==> config.mk <==
export PLATFORM = sky130hd
export DESIGN_NAME = trig_regbank
export DESIGN_NICKNAME = d
export VERILOG_FILES = /design/src/rtl/trig_regbank_pkg.sv /design/src/rtl/trig_regbank_cnt.sv /design/src/rtl/trig_regbank_ctl.sv /design/src/rtl/trig_regbank_dp.sv /design/src/rtl/trig_regbank.sv
export SDC_FILE = /design/constraint.sdc
export NUM_CORES = 1
export LEC_CHECK = 0
export ABC_AREA = 1
export BUFFER_PORTS_ARGS = -buffer_cell sky130_fd_sc_hd__buf_4
export CORE_UTILIZATION = 56
export DETAILED_ROUTE_END_ITERATION = 16
export PLACE_DENSITY = 0.8
export SLEW_MARGIN = 25
export SYNTH_ARGS = -nofsm -noshare
export SYNTH_HDL_FRONTEND = slang
export SYNTH_SLANG_ARGS = --single-unit
==> constraint.sdc <==
create_clock -name clk -period 2.6 [get_ports clk]
set_input_delay 0.52 -clock clk [delete_from_list [all_inputs] [get_ports clk]]
set_output_delay 0.52 -clock clk [all_outputs]
set_load 0.05 [all_outputs]
==> src/rtl/trig_regbank_pkg.sv <==
package trig_regbank_pkg;

  localparam int REG_ADDR_W = 4;
  localparam int BYTE_W     = 8;
  localparam int STATUS_W   = 4;

  localparam int ST_SELFTEST = 0;
  localparam int ST_DLLLOCK  = 1;
  localparam int ST_OVERFLOW = 2;
  localparam int ST_UPSET    = 3;

  localparam logic [REG_ADDR_W-1:0] A_ID_LO  = 4'h0;
  localparam logic [REG_ADDR_W-1:0] A_ID_HI  = 4'h1;
  localparam logic [REG_ADDR_W-1:0] A_BUS_ID = 4'h2;
  localparam logic [REG_ADDR_W-1:0] A_REV    = 4'h3;
  localparam logic [REG_ADDR_W-1:0] A_STATUS = 4'h4;
  localparam logic [REG_ADDR_W-1:0] A_RECV   = 4'h5;
  localparam logic [REG_ADDR_W-1:0] A_REJ    = 4'h6;
  localparam logic [REG_ADDR_W-1:0] A_EVT    = 4'h7;
  localparam logic [REG_ADDR_W-1:0] A_UPSET  = 4'h8;
  localparam logic [REG_ADDR_W-1:0] A_MODE   = 4'h9;
  localparam logic [REG_ADDR_W-1:0] A_DLL    = 4'hA;

  typedef enum logic [3:0] {
    SEL_ZERO,
    SEL_ID_LO,
    SEL_ID_HI,
    SEL_BUS_ID,
    SEL_REV,
    SEL_STATUS,
    SEL_RECV,
    SEL_REJ,
    SEL_EVT,
    SEL_UPSET,
    SEL_MODE
  } rdSel_e;

  typedef struct packed {
    logic clrStatus;
    logic clrRecv;
    logic clrRej;
    logic clrUpset;
    logic loadShadow;
    logic dllCmd;
  } ctlStrobes_t;

endpackage

==> src/rtl/trig_regbank_cnt.sv <==
module trig_regbank_cnt #(
  parameter int W      = 16,
  parameter int VIEW_W = 8
) (
  input  logic              clk,
  input  logic              rstN,
  input  logic              clr,
  input  logic              inc,
  output logic [VIEW_W-1:0] view
);
  localparam logic [W-1:0] ONE = {{(W-1){1'b0}}, 1'b1};

  logic [W-1:0] cntQ;

  always_ff @(posedge clk or negedge rstN) begin
    if (!rstN)      cntQ <= '0;
    else if (clr)   cntQ <= '0;
    else if (inc)   cntQ <= cntQ + ONE;
  end

  assign view = cntQ[VIEW_W-1:0];
endmodule

==> src/rtl/trig_regbank_ctl.sv <==
module trig_regbank_ctl
  import trig_regbank_pkg::*;
(
  input  logic [REG_ADDR_W-1:0] regAddr,
  input  logic                  wrEn,
  input  logic                  wrBit0,
  output ctlStrobes_t           strobes,
  output rdSel_e                rdSel
);
  always_comb begin
    strobes            = '0;
    strobes.clrStatus  = wrEn && (regAddr == A_STATUS);
    strobes.clrRecv    = wrEn && (regAddr == A_RECV);
    strobes.clrRej     = wrEn && (regAddr == A_REJ);
    strobes.clrUpset   = wrEn && (regAddr == A_UPSET);
    strobes.loadShadow = wrEn && (regAddr == A_MODE);
    strobes.dllCmd     = wrEn && (regAddr == A_DLL) && wrBit0;
  end

  always_comb begin
    case (regAddr)
      A_ID_LO:  rdSel = SEL_ID_LO;
      A_ID_HI:  rdSel = SEL_ID_HI;
      A_BUS_ID: rdSel = SEL_BUS_ID;
      A_REV:    rdSel = SEL_REV;
      A_STATUS: rdSel = SEL_STATUS;
      A_RECV:   rdSel = SEL_RECV;
      A_REJ:    rdSel = SEL_REJ;
      A_EVT:    rdSel = SEL_EVT;
      A_UPSET:  rdSel = SEL_UPSET;
      A_MODE:   rdSel = SEL_MODE;
      default:  rdSel = SEL_ZERO;
    endcase
  end
endmodule

==> src/rtl/trig_regbank_dp.sv <==
module trig_regbank_dp
  import trig_regbank_pkg::*;
#(
  parameter int          ID_W     = 12,
  parameter int          BUS_ID_W = 7,
  parameter int          CNT_W    = 16,
  parameter int          UPSET_W  = 8,
  parameter logic [7:0]  REVISION = 8'h0B
) (
  input  logic                 clk,
  input  logic                 rstN,
  input  ctlStrobes_t          strobes,
  input  rdSel_e               rdSel,
  input  logic [BYTE_W-1:0]    wrData,
  input  logic [ID_W-1:0]      strapId,
  input  logic [BUS_ID_W-1:0]  strapBusId,
  input  logic [STATUS_W-1:0]  statusEvt,
  input  logic                 trigIn,
  input  logic                 trigReject,
  input  logic                 readoutDone,
  input  logic                 evtIdReset,
  input  logic                 upsetDetect,
  input  logic                 sysReset,
  output logic [BYTE_W-1:0]    rdData,
  output logic [BYTE_W-1:0]    modeActive,
  output logic [BYTE_W-1:0]    modeShadow,
  output logic [STATUS_W-1:0]  statusQ,
  output logic                 dllResetPulse
);
  localparam int ID_HI_W  = ID_W - BYTE_W;
  localparam int ID_PAD_W = BYTE_W - ID_HI_W;
  localparam int BUS_PAD  = BYTE_W - BUS_ID_W;
  localparam int ST_PAD   = BYTE_W - STATUS_W;

  logic [BYTE_W-1:0] recvView, rejView, evtView, upsetView;

  // sticky flags, one per status bit
  for (genvar i = 0; i < STATUS_W; i++) begin : gStatus
    always_ff @(posedge clk or negedge rstN) begin
      if (!rstN) statusQ[i] <= 1'b0;
      else       statusQ[i] <= (statusQ[i] & ~strobes.clrStatus) | statusEvt[i];
    end
  end

  trig_regbank_cnt #(.W(CNT_W), .VIEW_W(BYTE_W)) uRecvCnt (
    .clk(clk), .rstN(rstN), .clr(strobes.clrRecv), .inc(trigIn), .view(recvView));

  trig_regbank_cnt #(.W(CNT_W), .VIEW_W(BYTE_W)) uRejCnt (
    .clk(clk), .rstN(rstN), .clr(strobes.clrRej), .inc(trigReject), .view(rejView));

  trig_regbank_cnt #(.W(CNT_W), .VIEW_W(BYTE_W)) uEvtCnt (
    .clk(clk), .rstN(rstN), .clr(evtIdReset), .inc(readoutDone), .view(evtView));

  trig_regbank_cnt #(.W(UPSET_W), .VIEW_W(BYTE_W)) uUpsetCnt (
    .clk(clk), .rstN(rstN), .clr(strobes.clrUpset), .inc(upsetDetect), .view(upsetView));

  // shadowed mode, applied only on trigger-system reset
  always_ff @(posedge clk or negedge rstN) begin
    if (!rstN) begin
      modeShadow <= '0;
      modeActive <= '0;
    end else begin
      if (strobes.loadShadow) modeShadow <= wrData;
      if (sysReset)           modeActive <= modeShadow;
    end
  end

  always_ff @(posedge clk or negedge rstN) begin
    if (!rstN) dllResetPulse <= 1'b0;
    else       dllResetPulse <= strobes.dllCmd;
  end

  always_comb begin
    case (rdSel)
      SEL_ID_LO:  rdData = strapId[BYTE_W-1:0];
      SEL_ID_HI:  rdData = {{ID_PAD_W{1'b0}}, strapId[ID_W-1:BYTE_W]};
      SEL_BUS_ID: rdData = {{BUS_PAD{1'b0}}, strapBusId};
      SEL_REV:    rdData = REVISION;
      SEL_STATUS: rdData = {{ST_PAD{1'b0}}, statusQ};
      SEL_RECV:   rdData = recvView;
      SEL_REJ:    rdData = rejView;
      SEL_EVT:    rdData = evtView;
      SEL_UPSET:  rdData = upsetView;
      SEL_MODE:   rdData = modeShadow;
      default:    rdData = '0;
    endcase
  end
endmodule

==> src/rtl/trig_regbank.sv <==
module trig_regbank
  import trig_regbank_pkg::*;
#(
  parameter int         ID_W     = 12,
  parameter int         CNT_W    = 16,
  parameter logic [7:0] REVISION = 8'h0B
) (
  input  logic                  clk,
  input  logic                  rstN,
  input  logic [REG_ADDR_W-1:0] regAddr,
  input  logic                  wrEn,
  input  logic [7:0]            wrData,
  output logic [7:0]            rdData,
  input  logic [ID_W-1:0]       strapId,
  input  logic [6:0]            strapBusId,
  input  logic                  selfTestFail,
  input  logic                  dllLockLost,
  input  logic                  bufOverflow,
  input  logic                  upsetDetect,
  input  logic                  trigIn,
  input  logic                  trigReject,
  input  logic                  readoutDone,
  input  logic                  evtIdReset,
  input  logic                  sysReset,
  output logic [7:0]            modeActive,
  output logic                  dllResetPulse
);
  ctlStrobes_t         strobes;
  rdSel_e              rdSel;
  logic [STATUS_W-1:0] statusEvt;
  logic [STATUS_W-1:0] statusQ;
  logic [7:0]          modeShadow;

  always_comb begin
    statusEvt              = '0;
    statusEvt[ST_SELFTEST] = selfTestFail;
    statusEvt[ST_DLLLOCK]  = dllLockLost;
    statusEvt[ST_OVERFLOW] = bufOverflow;
    statusEvt[ST_UPSET]    = upsetDetect;
  end

  trig_regbank_ctl uCtl (
    .regAddr(regAddr), .wrEn(wrEn), .wrBit0(wrData[0]),
    .strobes(strobes), .rdSel(rdSel));

  trig_regbank_dp #(
    .ID_W(ID_W), .BUS_ID_W(7), .CNT_W(CNT_W), .UPSET_W(8), .REVISION(REVISION)
  ) uData (
    .clk(clk), .rstN(rstN), .strobes(strobes), .rdSel(rdSel), .wrData(wrData),
    .strapId(strapId), .strapBusId(strapBusId), .statusEvt(statusEvt),
    .trigIn(trigIn), .trigReject(trigReject), .readoutDone(readoutDone),
    .evtIdReset(evtIdReset), .upsetDetect(upsetDetect), .sysReset(sysReset),
    .rdData(rdData), .modeActive(modeActive), .modeShadow(modeShadow),
    .statusQ(statusQ), .dllResetPulse(dllResetPulse));
endmodule

==> impl_metrics.csv, run 1 <==
group,metric,value,unit
pwr,p_leak,2.18,nW
drt,first_iter_violations,360,
outcome,outcome,"complete, no violations",
floorplan,die_y,78.1,um
sta,fin_ws,0.0276,ns
clock_network,cts_buffer_depth,2,
yosys,synthFlopType,"dfrtp_1",
yosys,synthCells,434,
floorplan,die_area,6100,um^2
drt,drt-total-wl,8.65,mm
yosys,yosysSeqAreaShare,40.9,%
floorplan,io_pins,60,
floorplan,row_count,27,
floorplan,core-area,5540,um^2
sta,final_hold_viol_count,0,
global_routing,grt_overflow,0,
yosys,ys_seq_elements,53,
sta,whs,0.225,ns
yosys,yosys_warnings,0,
sta,setup_viol,0,
drt,routed_via_density,5.56,
yosys,synth_edf_count,0,
yosys,yosysTopAreaCellShare,40.9,%
clock_network,clk_latency,0.31,ns
finish,mostFrequentLayoutCells,"nand2_1 (95), buf_4 (71), nand3_1 (57), dfrtp_1 (53), inv_1 (52)",
drt,route.detailed.drc,0,
finish,nets,569,
clock_network,cts.sinks,53,
drt,first_pass_iters,6,
sta,max_slew.worst_pin.slew,0.668,ns
critical_path,crit_fanout,6,
clock_network,cts_tree,"yes",
clock_network,cts_hold_buf,0,
yosys,async_flop_share,100,%
finish,final_common_cell,"nand2_1",
placed_design,io_buffers,59,
critical_path,end_kind,"output pin",
drt,routedWlPerCell,14.7,um
clock_network,cts.clk_slew.worst_paths,0.10,ns
floorplan,initial_core_util,58.6,%
clock_network,htree_levels,2,
finish,antenna_cells,0,
global_routing,grt_pass1_vias,3088,
global_routing,grt_pass1_wl,13.5,mm
finish,drive_gt1_share,28.4,%
placed_design,dpl_worst_slack,-0.0707,ns
yosys,netlist_area,3250,um^2
sta,clock-skew-final,0.00489,ns
sta,slew_violations,0,
global_routing,grt_start_max_net_pins,54,
critical_path,ff2ff_path_depth,5,
finish,syn_to_final_growth,28.7,%
pwr,power_density,711,nW/um^2
yosys,avgSynthCellArea,7.48,um^2
global_routing,antenna_found_initial,0,
critical_path,cp_slowest_cell,"buf_6",
finish,stdcell_area,4180,um^2
critical_path,critPathRequiredTime,2.08,ns
critical_path,r2r-start,"uData.uUpsetCnt.view[0]",
sta,fin_setup_tns,0,ns
critical_path,worst_setup_path_start_kind,"input pin",
yosys,syn_nets,486,
placed_design,place.detailed.hpwl,6.40,mm
critical_path,crit_type,"in -> out",
floorplan,dieWidth,78.1,um
global_routing,grtUsageTotal,28.6,%
finish,final_util,75.4,%
drt,ant_nets,0,
critical_path,crit_path_cell_trace,"buf_4 > inv_4 > buf_4 > ha_4 > nand3_1 > nand2_2 > nand2_2 > inv_2 > buf_4 > nand3_1 > nand2_1 > nor2_1 > nand3_1 > buf_6",
yosys,yosysUniqueCellTypes,30,
drt,num_vias,3282,
clock_network,numCtsBuffers,5,
finish,layout.cells.non_filler,590,
flow_run,max_cap_viol_count,0,
placed_design,dp_cells,577,
critical_path,cp.arrival,2.05,ns
critical_path,r2r_setup_slack,1.03,ns
clock_network,cts_root_buf,"clkbuf_8",
sta,period_share,98.9,%
sta,period_needed,2.57,ns
placed_design,gp_congestion,0.922,
pwr,peakVddDrop,0.422,mV
yosys,post-synth-top-area-cell,"dfrtp_1",
yosys,synth_area_leaders,"dfrtp_1 (41%), nand2_1 (12%), nand3_1 (8.8%)",
sta,fmax,0.389,GHz
critical_path,critical_path.max_stage_delay,0.18,ns
pwr,total_power,2.97,mW
hold_path,hold_path_class,"in -> async",
placed_design,placed_area,3890,um^2
sta,slew_headroom,55.5,%
critical_path,r2r_end,"uData.uUpsetCnt.view[6]",
-- metal layers --
metal	wire length (um)	global-route usage [%]	up-vias
met1	3420	35.2	1492
met2	4160	48.4	175
met5	0	0	-
li1	-	-	1575
met3	717	4.77	40
met4	352	14.6	0
-- power by group --
group          leakage [nW]  total [mW]  internal [mW]  switching, mW
combinational          1.46        1.03          0.399          0.634
clock                0.0681       0.662          0.383          0.280
sequential            0.654        1.27           1.05          0.225
total                  2.18        2.97           1.83           1.14
-- final cells by class --
type,count,area (um^2)
Fill cell,427,1360
Clock inverter,3,65.1
Inverter,59,226
Clock buffer,5,68.8
Sequential cell,53,1330
Tap cell,72,90.1
Timing Repair Buffer,80,643
Multi-Input combinational cell,318,1760
-- repair_timing --
item,CTS,global route
gates resized for setup,9,28
hold endpoints to repair,0,0
setup buffers,3,2
setup endpoints to repair,8,8
pin swaps,6,17
-- state kept, by name (all words and copies together), names as in the netlist --
name and flops:
uData.dllResetPulse 1, uData.modeActive 8, uData.modeShadow 8, uData.statusQ 4, uData.uEvtCnt.cntQ 8, uData.uRecvCnt.cntQ 8, uData.uRejCnt.cntQ 8, uData.uUpsetCnt.view 8
-- how the worst max path moves through the flow --
| stage | startpoint | endpoint | slack [ns] |
|---|---|---|---|
| 2_1_floorplan | regAddr[0] | rdData[5] | 0.07 |
| 3_5_place_dp | regAddr[0] | rdData[7] | -0.07 |
| 6_report | regAddr[1] | rdData[1] | 0.03 |
| 4_1_cts | regAddr[1] | rdData[7] | 0.04 |
| 5_1_grt | regAddr[1] | rdData[1] | -0.05 |
| 3_3_place_gp | regAddr[0] | rdData[0] | -0.04 |
-- critical path: cells and delay by family --
| kind | cells | cell delay, ns |
|---|---|---|
| adders and majority gates | 1 | 0.15 |
| buffers and inverters | 6 | 0.67 |
| and+or+nand+nor | 7 | 0.68 |
-- synthesized netlist by cell type, types with 4 or more instances --
library cell,n
a21oi_1,16
a31oi_1,4
dfrtp_1,53
ha_1,9
inv_1,56
mux2_2,15
nand2_1,103
nand2_2,4
nand3_1,57
nand4_1,4
nor2_1,47
nor2_4,5
nor3_1,11
o21ai_0,16
o21ai_1,4
or2_2,4
-- cell families (layout without fill, tap and decap cells) --
family | Yosys count | in the layout | share of synthesized area [%]
buffers and inverters | 63 | 147 | 7.56
XOR/XNOR | 2 | 2 | 0.540
multiplexers | 15 | 15 | 5.20
AO/OA/AOI/OAI | 44 | 44 | 7.25
AND/OR/NAND/NOR | 248 | 248 | 35.1
adder cells (fa/ha/maj) | 9 | 9 | 3.47
flip-flops | 53 | 53 | 40.9
Note: power is estimated with default switching activity, not from simulation.
==> run 2: changes to the inputs <==
--- a/config.mk
+++ b/config.mk
@@ -6,10 +6,11 @@
 export NUM_CORES = 1
 export LEC_CHECK = 0
 export ABC_AREA = 1
+export ABC_CLOCK_PERIOD_IN_PS = 2600
 export BUFFER_PORTS_ARGS = -buffer_cell sky130_fd_sc_hd__buf_4
-export CORE_UTILIZATION = 56
+export CORE_UTILIZATION = 40
+export CTS_CLUSTER_SIZE = 30
 export DETAILED_ROUTE_END_ITERATION = 16
-export PLACE_DENSITY = 0.8
 export SLEW_MARGIN = 25
 export SYNTH_ARGS = -nofsm -noshare
 export SYNTH_HDL_FRONTEND = slang
==> impl_metrics.csv, run 2 (synthesis results as in run 1) <==
group,metric,value,unit
sta,setup_viol,0,
sta,slew_headroom,54.4,%
sta,slew_violations,0,
critical_path,end_kind,"output pin",
sta,period_share,98.3,%
floorplan,die_y,92.1,um
finish,mostFrequentLayoutCells,"nand2_1 (92), buf_4 (67), dfrtp_1 (53), inv_1 (52), nand3_1 (51)",
pwr,comb_power_share,36.3,%
pwr,total_power,2.89,mW
finish,multi_input_area,1840,um^2
clock_network,cts_root_buf,"clkbuf_8",
pwr,switching_share,38.3,%
clock_network,clk_latency,0.31,ns
critical_path,cp.arrival,2.04,ns
finish,final_common_cell,"nand2_1",
pwr,p_leak,2.23,nW
pwr,seqPwrFrac,43.5,%
outcome,outcome,"complete, no violations",
critical_path,r2r-start,"uData.uEvtCnt.cntQ[0]",
clock_network,numCtsBuffers,5,
global_routing,grt_pass1_wl,14.1,mm
floorplan,initial_core_util,41.8,%
critical_path,critPathRequiredTime,2.08,ns
floorplan,core-area,7770,um^2
sta,max_slew.worst_pin.slew,0.684,ns
drt,num_vias,3168,
sta,period_needed,2.56,ns
floorplan,row_count,32,
drt,first_iter_violations,160,
placed_design,place.detailed.hpwl,6.71,mm
floorplan,die_area,8480,um^2
finish,antenna_cells,0,
pwr,p_sw,1.11,mW
drt,ant_nets,0,
global_routing,grt_overflow,0,
pwr,p_int,1.78,mW
finish,stdcell_area,4360,um^2
global_routing,antenna_found_initial,0,
finish,nFillCells,773,
hold_path,hold_path_class,"in -> async",
global_routing,grt_start_max_net_pins,54,
sta,clock-skew-final,0.0102,ns
sta,whs,0.237,ns
drt,first_pass_iters,4,
drt,routed_via_density,5.07,
placed_design,placed_area,3940,um^2
global_routing,grtUsageTotal,21.2,%
clock_network,cts.sinks,53,
finish,syn_to_final_growth,34.3,%
finish,seq_area,1330,um^2
placed_design,gp_congestion,0.821,
sta,fmax,0.391,GHz
finish,nets,574,
pwr,power_density,663,nW/um^2
floorplan,dieWidth,92.1,um
critical_path,worst_setup_path_start_kind,"input pin",
critical_path,r2r_end,"uData.uEvtCnt.cntQ[6]",
critical_path,crit_type,"in -> out",
global_routing,grt_pass1_vias,2985,
clock_network,cts_hold_buf,0,
clock_network,cts_buffer_depth,2,
pwr,peakVddDrop,0.256,mV
critical_path,r2r_setup_slack,1.18,ns
sta,final_hold_viol_count,0,
critical_path,ff2ff_path_depth,7,
flow_run,max_cap_viol_count,0,
clock_network,cts_tree,"yes",
sta,rsz0062_at_grt,"false",
drt,route.detailed.drc,0,
pwr,power_frac_clock,20.2,%
clock_network,cts.clk_slew.worst_paths,0.10,ns
placed_design,io_buffers,59,
floorplan,io_pins,60,
finish,drive_gt1_share,31.0,%
critical_path,crit_fanout,7,
drt,drt-total-wl,8.81,mm
drt,routedWlPerCell,14.1,um
clock_network,htree_levels,2,
## run 2: cell count changes in the layout (fill, tap and decap cells not counted), moves of 2 or more
cell / before / now
nand2_4: 6 / 8
nand2_1: 95 / 92
nand3_1: 57 / 51
nand3_2: 3 / 8
buf_4: 71 / 67
buf_6: 8 / 16
## run 2: final cells by class
| type | count | area share, % |
|---|---|---|
| inverter | 59 | 5.25 |
| multi-input combinational | 318 | 42.1 |
| clock buffer | 7 | 1.98 |
| clock inverter | 1 | 0.689 |
| sequential | 53 | 30.4 |
| tap | 102 | 2.93 |
| timing repair buffer | 85 | 16.6 |
## run 2: critical path: stages
cell,delay (ns)
buf_6,0.10
buf_6,0.11
ha_2,0.20
nand2_1,0.06
nand2_1,0.10
nand2_4,0.07
nor2_4,0.21
buf_4,0.17
nand3_1,0.06
nand2_1,0.07
inv_1,0.06
nand3_1,0.12
buf_6,0.17
## run 2: layer usage
metal  wire length (um)  GRT usage (%)  up-vias  share of wire, %
li1                   -              -     1580                 -
met1               3860           27.5     1488                44
met2               4310           36.5       86                49
met3                472           2.99       14               5.4
met4                161           6.12        0               1.8
met5                  0              0        -                 0
## run 2: worst max path at each step
stage,start,end,cells past startpoint
2_1_floorplan,regAddr[0],rdData[5],10
3_3_place_gp,regAddr[1],rdData[0],12
3_5_place_dp,regAddr[1],rdData[5],12
4_1_cts,regAddr[0],rdData[1],13
5_1_grt,regAddr[1],rdData[6],12
6_report,regAddr[0],rdData[0],13
## run 2: repair_timing
item	4_1_cts	5_1_grt
pin swaps	5	26
gates resized for setup	14	49
setup buffers	1	8
setup endpoints to repair	8	8
## run 2: metrics by stage
step	utilization (%)	setup WS, ns	std cells	TNS, ns
after floorplan	-	0.0669	434	0
after global placement	50.7	-0.0707	609	-0.405
after detailed placement	50.7	-0.132	609	-0.849
after CTS	52.9	-0.00310	618	-0.00503
after global routing	56.1	0.000382	625	0
final	56.1	0.0431	625	0
## run 2: power groups by stage
| stage | clock (mW) | sequential [mW] | combinational (mW) |
|---|---|---|---|
| after floorplan | 0 | 1.33 | 0.556 |
| after global placement | 0 | 1.27 | 0.952 |
| after detailed placement | 0 | 1.27 | 0.971 |
| after CTS | 0.600 | 1.25 | 0.993 |
| after global routing | 0.631 | 1.30 | 1.16 |
| final | 0.583 | 1.26 | 1.05 |
==> run 3: changes to the inputs <==
--- a/config.mk
+++ b/config.mk
@@ -8,9 +8,12 @@
 export ABC_AREA = 1
 export ABC_CLOCK_PERIOD_IN_PS = 2600
 export BUFFER_PORTS_ARGS = -buffer_cell sky130_fd_sc_hd__buf_4
+export CELL_PAD_IN_SITES_DETAIL_PLACEMENT = 0
+export CELL_PAD_IN_SITES_GLOBAL_PLACEMENT = 1
 export CORE_UTILIZATION = 40
 export CTS_CLUSTER_SIZE = 30
 export DETAILED_ROUTE_END_ITERATION = 16
+export PLACE_DENSITY_LB_ADDON = 0.1
 export SLEW_MARGIN = 25
 export SYNTH_ARGS = -nofsm -noshare
 export SYNTH_HDL_FRONTEND = slang
==> impl_metrics.csv, run 3 (synthesis results as in run 1) <==
group,metric,value,unit
clock_network,htree_levels,2,
critical_path,crit_type,"in -> out",
finish,antenna_cells,0,
drt,ant_nets,0,
clock_network,numCtsBuffers,5,
pwr,peakVddDrop,0.328,mV
critical_path,critPathRequiredTime,2.08,ns
sta,fin_setup_tns,0,ns
sta,whs,0.233,ns
drt,drt-total-wl,8.69,mm
sta,slew_headroom,54.0,%
critical_path,cp.arrival,2.01,ns
finish,final_util,55.7,%
floorplan,initial_core_util,41.8,%
finish,drive_gt1_share,32.1,%
drt,route.detailed.drc,0,
critical_path,crit_cells,13,
critical_path,r2r-start,"uData.uEvtCnt.cntQ[0]",
critical_path,crit_fanout,6,
pwr,p_leak,2.21,nW
critical_path,end_kind,"output pin",
flow_run,max_cap_viol_count,0,
clock_network,cts_tree,"yes",
finish,multi_input_area,1850,um^2
floorplan,die_y,92.1,um
pwr,power_density,668,nW/um^2
outcome,outcome,"complete, no violations",
critical_path,critical_path.max_stage_delay,0.20,ns
floorplan,core-area,7770,um^2
clock_network,cts_buffer_depth,2,
drt,routedWlPerCell,13.9,um
global_routing,grt_start_max_net_pins,54,
sta,rsz0062_at_grt,"true",
clock_network,cts.clk_slew.worst_paths,0.09,ns
global_routing,grtUsageTotal,21.9,%
critical_path,ff2ff_path_depth,7,
finish,mostFrequentLayoutCells,"nand2_1 (85), buf_4 (69), nand3_1 (53), dfrtp_1 (53), inv_1 (52)",
finish,seq_area,1330,um^2
sta,setup_viol,0,
sta,slew_violations,0,
drt,first_pass_iters,4,
sta,clock-skew-final,0.0113,ns
floorplan,io_pins,60,
placed_design,gp_congestion,0.831,
critical_path,crit_top_cell,"buf_4",
clock_network,cts_hold_buf,0,
critical_path,r2r_end,"uData.uEvtCnt.cntQ[6]",
sta,period_share,97.5,%
sta,fmax,0.395,GHz
sta,period_needed,2.53,ns
floorplan,die_area,8480,um^2
finish,nets,572,
placed_design,dpl_worst_slack,-0.0906,ns
placed_design,placed_area,3940,um^2
clock_network,cts_root_buf,"clkbuf_8",
clock_network,clk_latency,0.31,ns
sta,max_slew.worst_pin.slew,0.691,ns
global_routing,grt_pass1_vias,2989,
sta,final_hold_viol_count,0,
global_routing,grt_overflow,0,
critical_path,cp_slowest_cell,"buf_4",
drt,first_iter_violations,141,
placed_design,place.detailed.hpwl,6.76,mm
critical_path,worst_setup_path_start_kind,"input pin",
drt,routed_via_density,4.96,
global_routing,antenna_found_initial,0,
placed_design,io_buffers,59,
global_routing,grt_pass1_wl,14.5,mm
floorplan,row_count,32,
drt,num_vias,3091,
critical_path,path_buf_inv,5,
floorplan,dieWidth,92.1,um
finish,stdcell_area,4330,um^2
finish,syn_to_final_growth,33.3,%
sta,fin_ws,0.0662,ns
clock_network,cts.sinks,53,
critical_path,critPathTopFamily,"buffers and inverters",
finish,nFillCells,757,
finish,final_common_cell,"nand2_1",
hold_path,hold_path_class,"in -> async",
critical_path,r2r_setup_slack,1.20,ns
critical_path,crit_path_cell_trace,"buf_4 > buf_4 > ha_4 > inv_1 > nand2_2 > nand3_4 > nor2_4 > buf_4 > nand3_1 > nand2_1 > nor2_1 > nand3_1 > buf_4",
==> run 3: cell types whose count changed in the layout (fill, tap and decap cells not counted), moves of 3 or more <==
cell     previous run  this run
buf_6              16        12
nand2_1            92        85
nand2_2             9        17
o21ai_1             5         2
o21ai_2             1         4
==> run 3: power by group <==
part | internal, mW | total (mW) | switching, mW
combinational | 0.415 | 1.04 | 0.626
clock | 0.290 | 0.574 | 0.284
sequential | 1.05 | 1.27 | 0.226
==> run 3: final cells by class <==
class | instances | share of cell area, %
Tap cell | 102 | 2.95
Clock inverter | 2 | 0.896
Inverter | 59 | 5.18
Timing Repair Buffer | 83 | 15.9
Sequential cell | 53 | 30.7
Multi-Input combinational cell | 318 | 42.7
Clock buffer | 6 | 1.68
==> run 3: stage by stage <==
step,power [mW],std cells
detailed placement,2.26,609
global route,3.09,623
floorplan,1.89,434
CTS,2.86,618
global placement,2.24,609
finish,2.89,623
==> run 3: worst max-delay path by stage <==
stage                     from        end  slack (ns)
floorplan           regAddr[0]  rdData[5]        0.07
finish              regAddr[1]  rdData[1]        0.07
global placement    regAddr[0]  rdData[5]       -0.06
detailed placement  regAddr[0]  rdData[5]       -0.09
CTS                 regAddr[0]  rdData[2]       -0.01
global route        regAddr[1]  rdData[3]       -0.01
==> run 3: per-layer routing <==
layer | GRT usage [%] | vias up | part of all wire, %
met5 | 0 | - | 0
met2 | 36.8 | 54 | 49
li1 | - | 1571 | -
met1 | 29.4 | 1455 | 46
met4 | 5.99 | 0 | 1.4
met3 | 3.07 | 11 | 3.0
==> run 3: repair_timing <==
item                                    4_1_cts  5_1_grt
endpoints found under the setup margin        8        8
pin swaps                                     5       18
gates resized for setup                      15       50
setup buffers                                 1        5
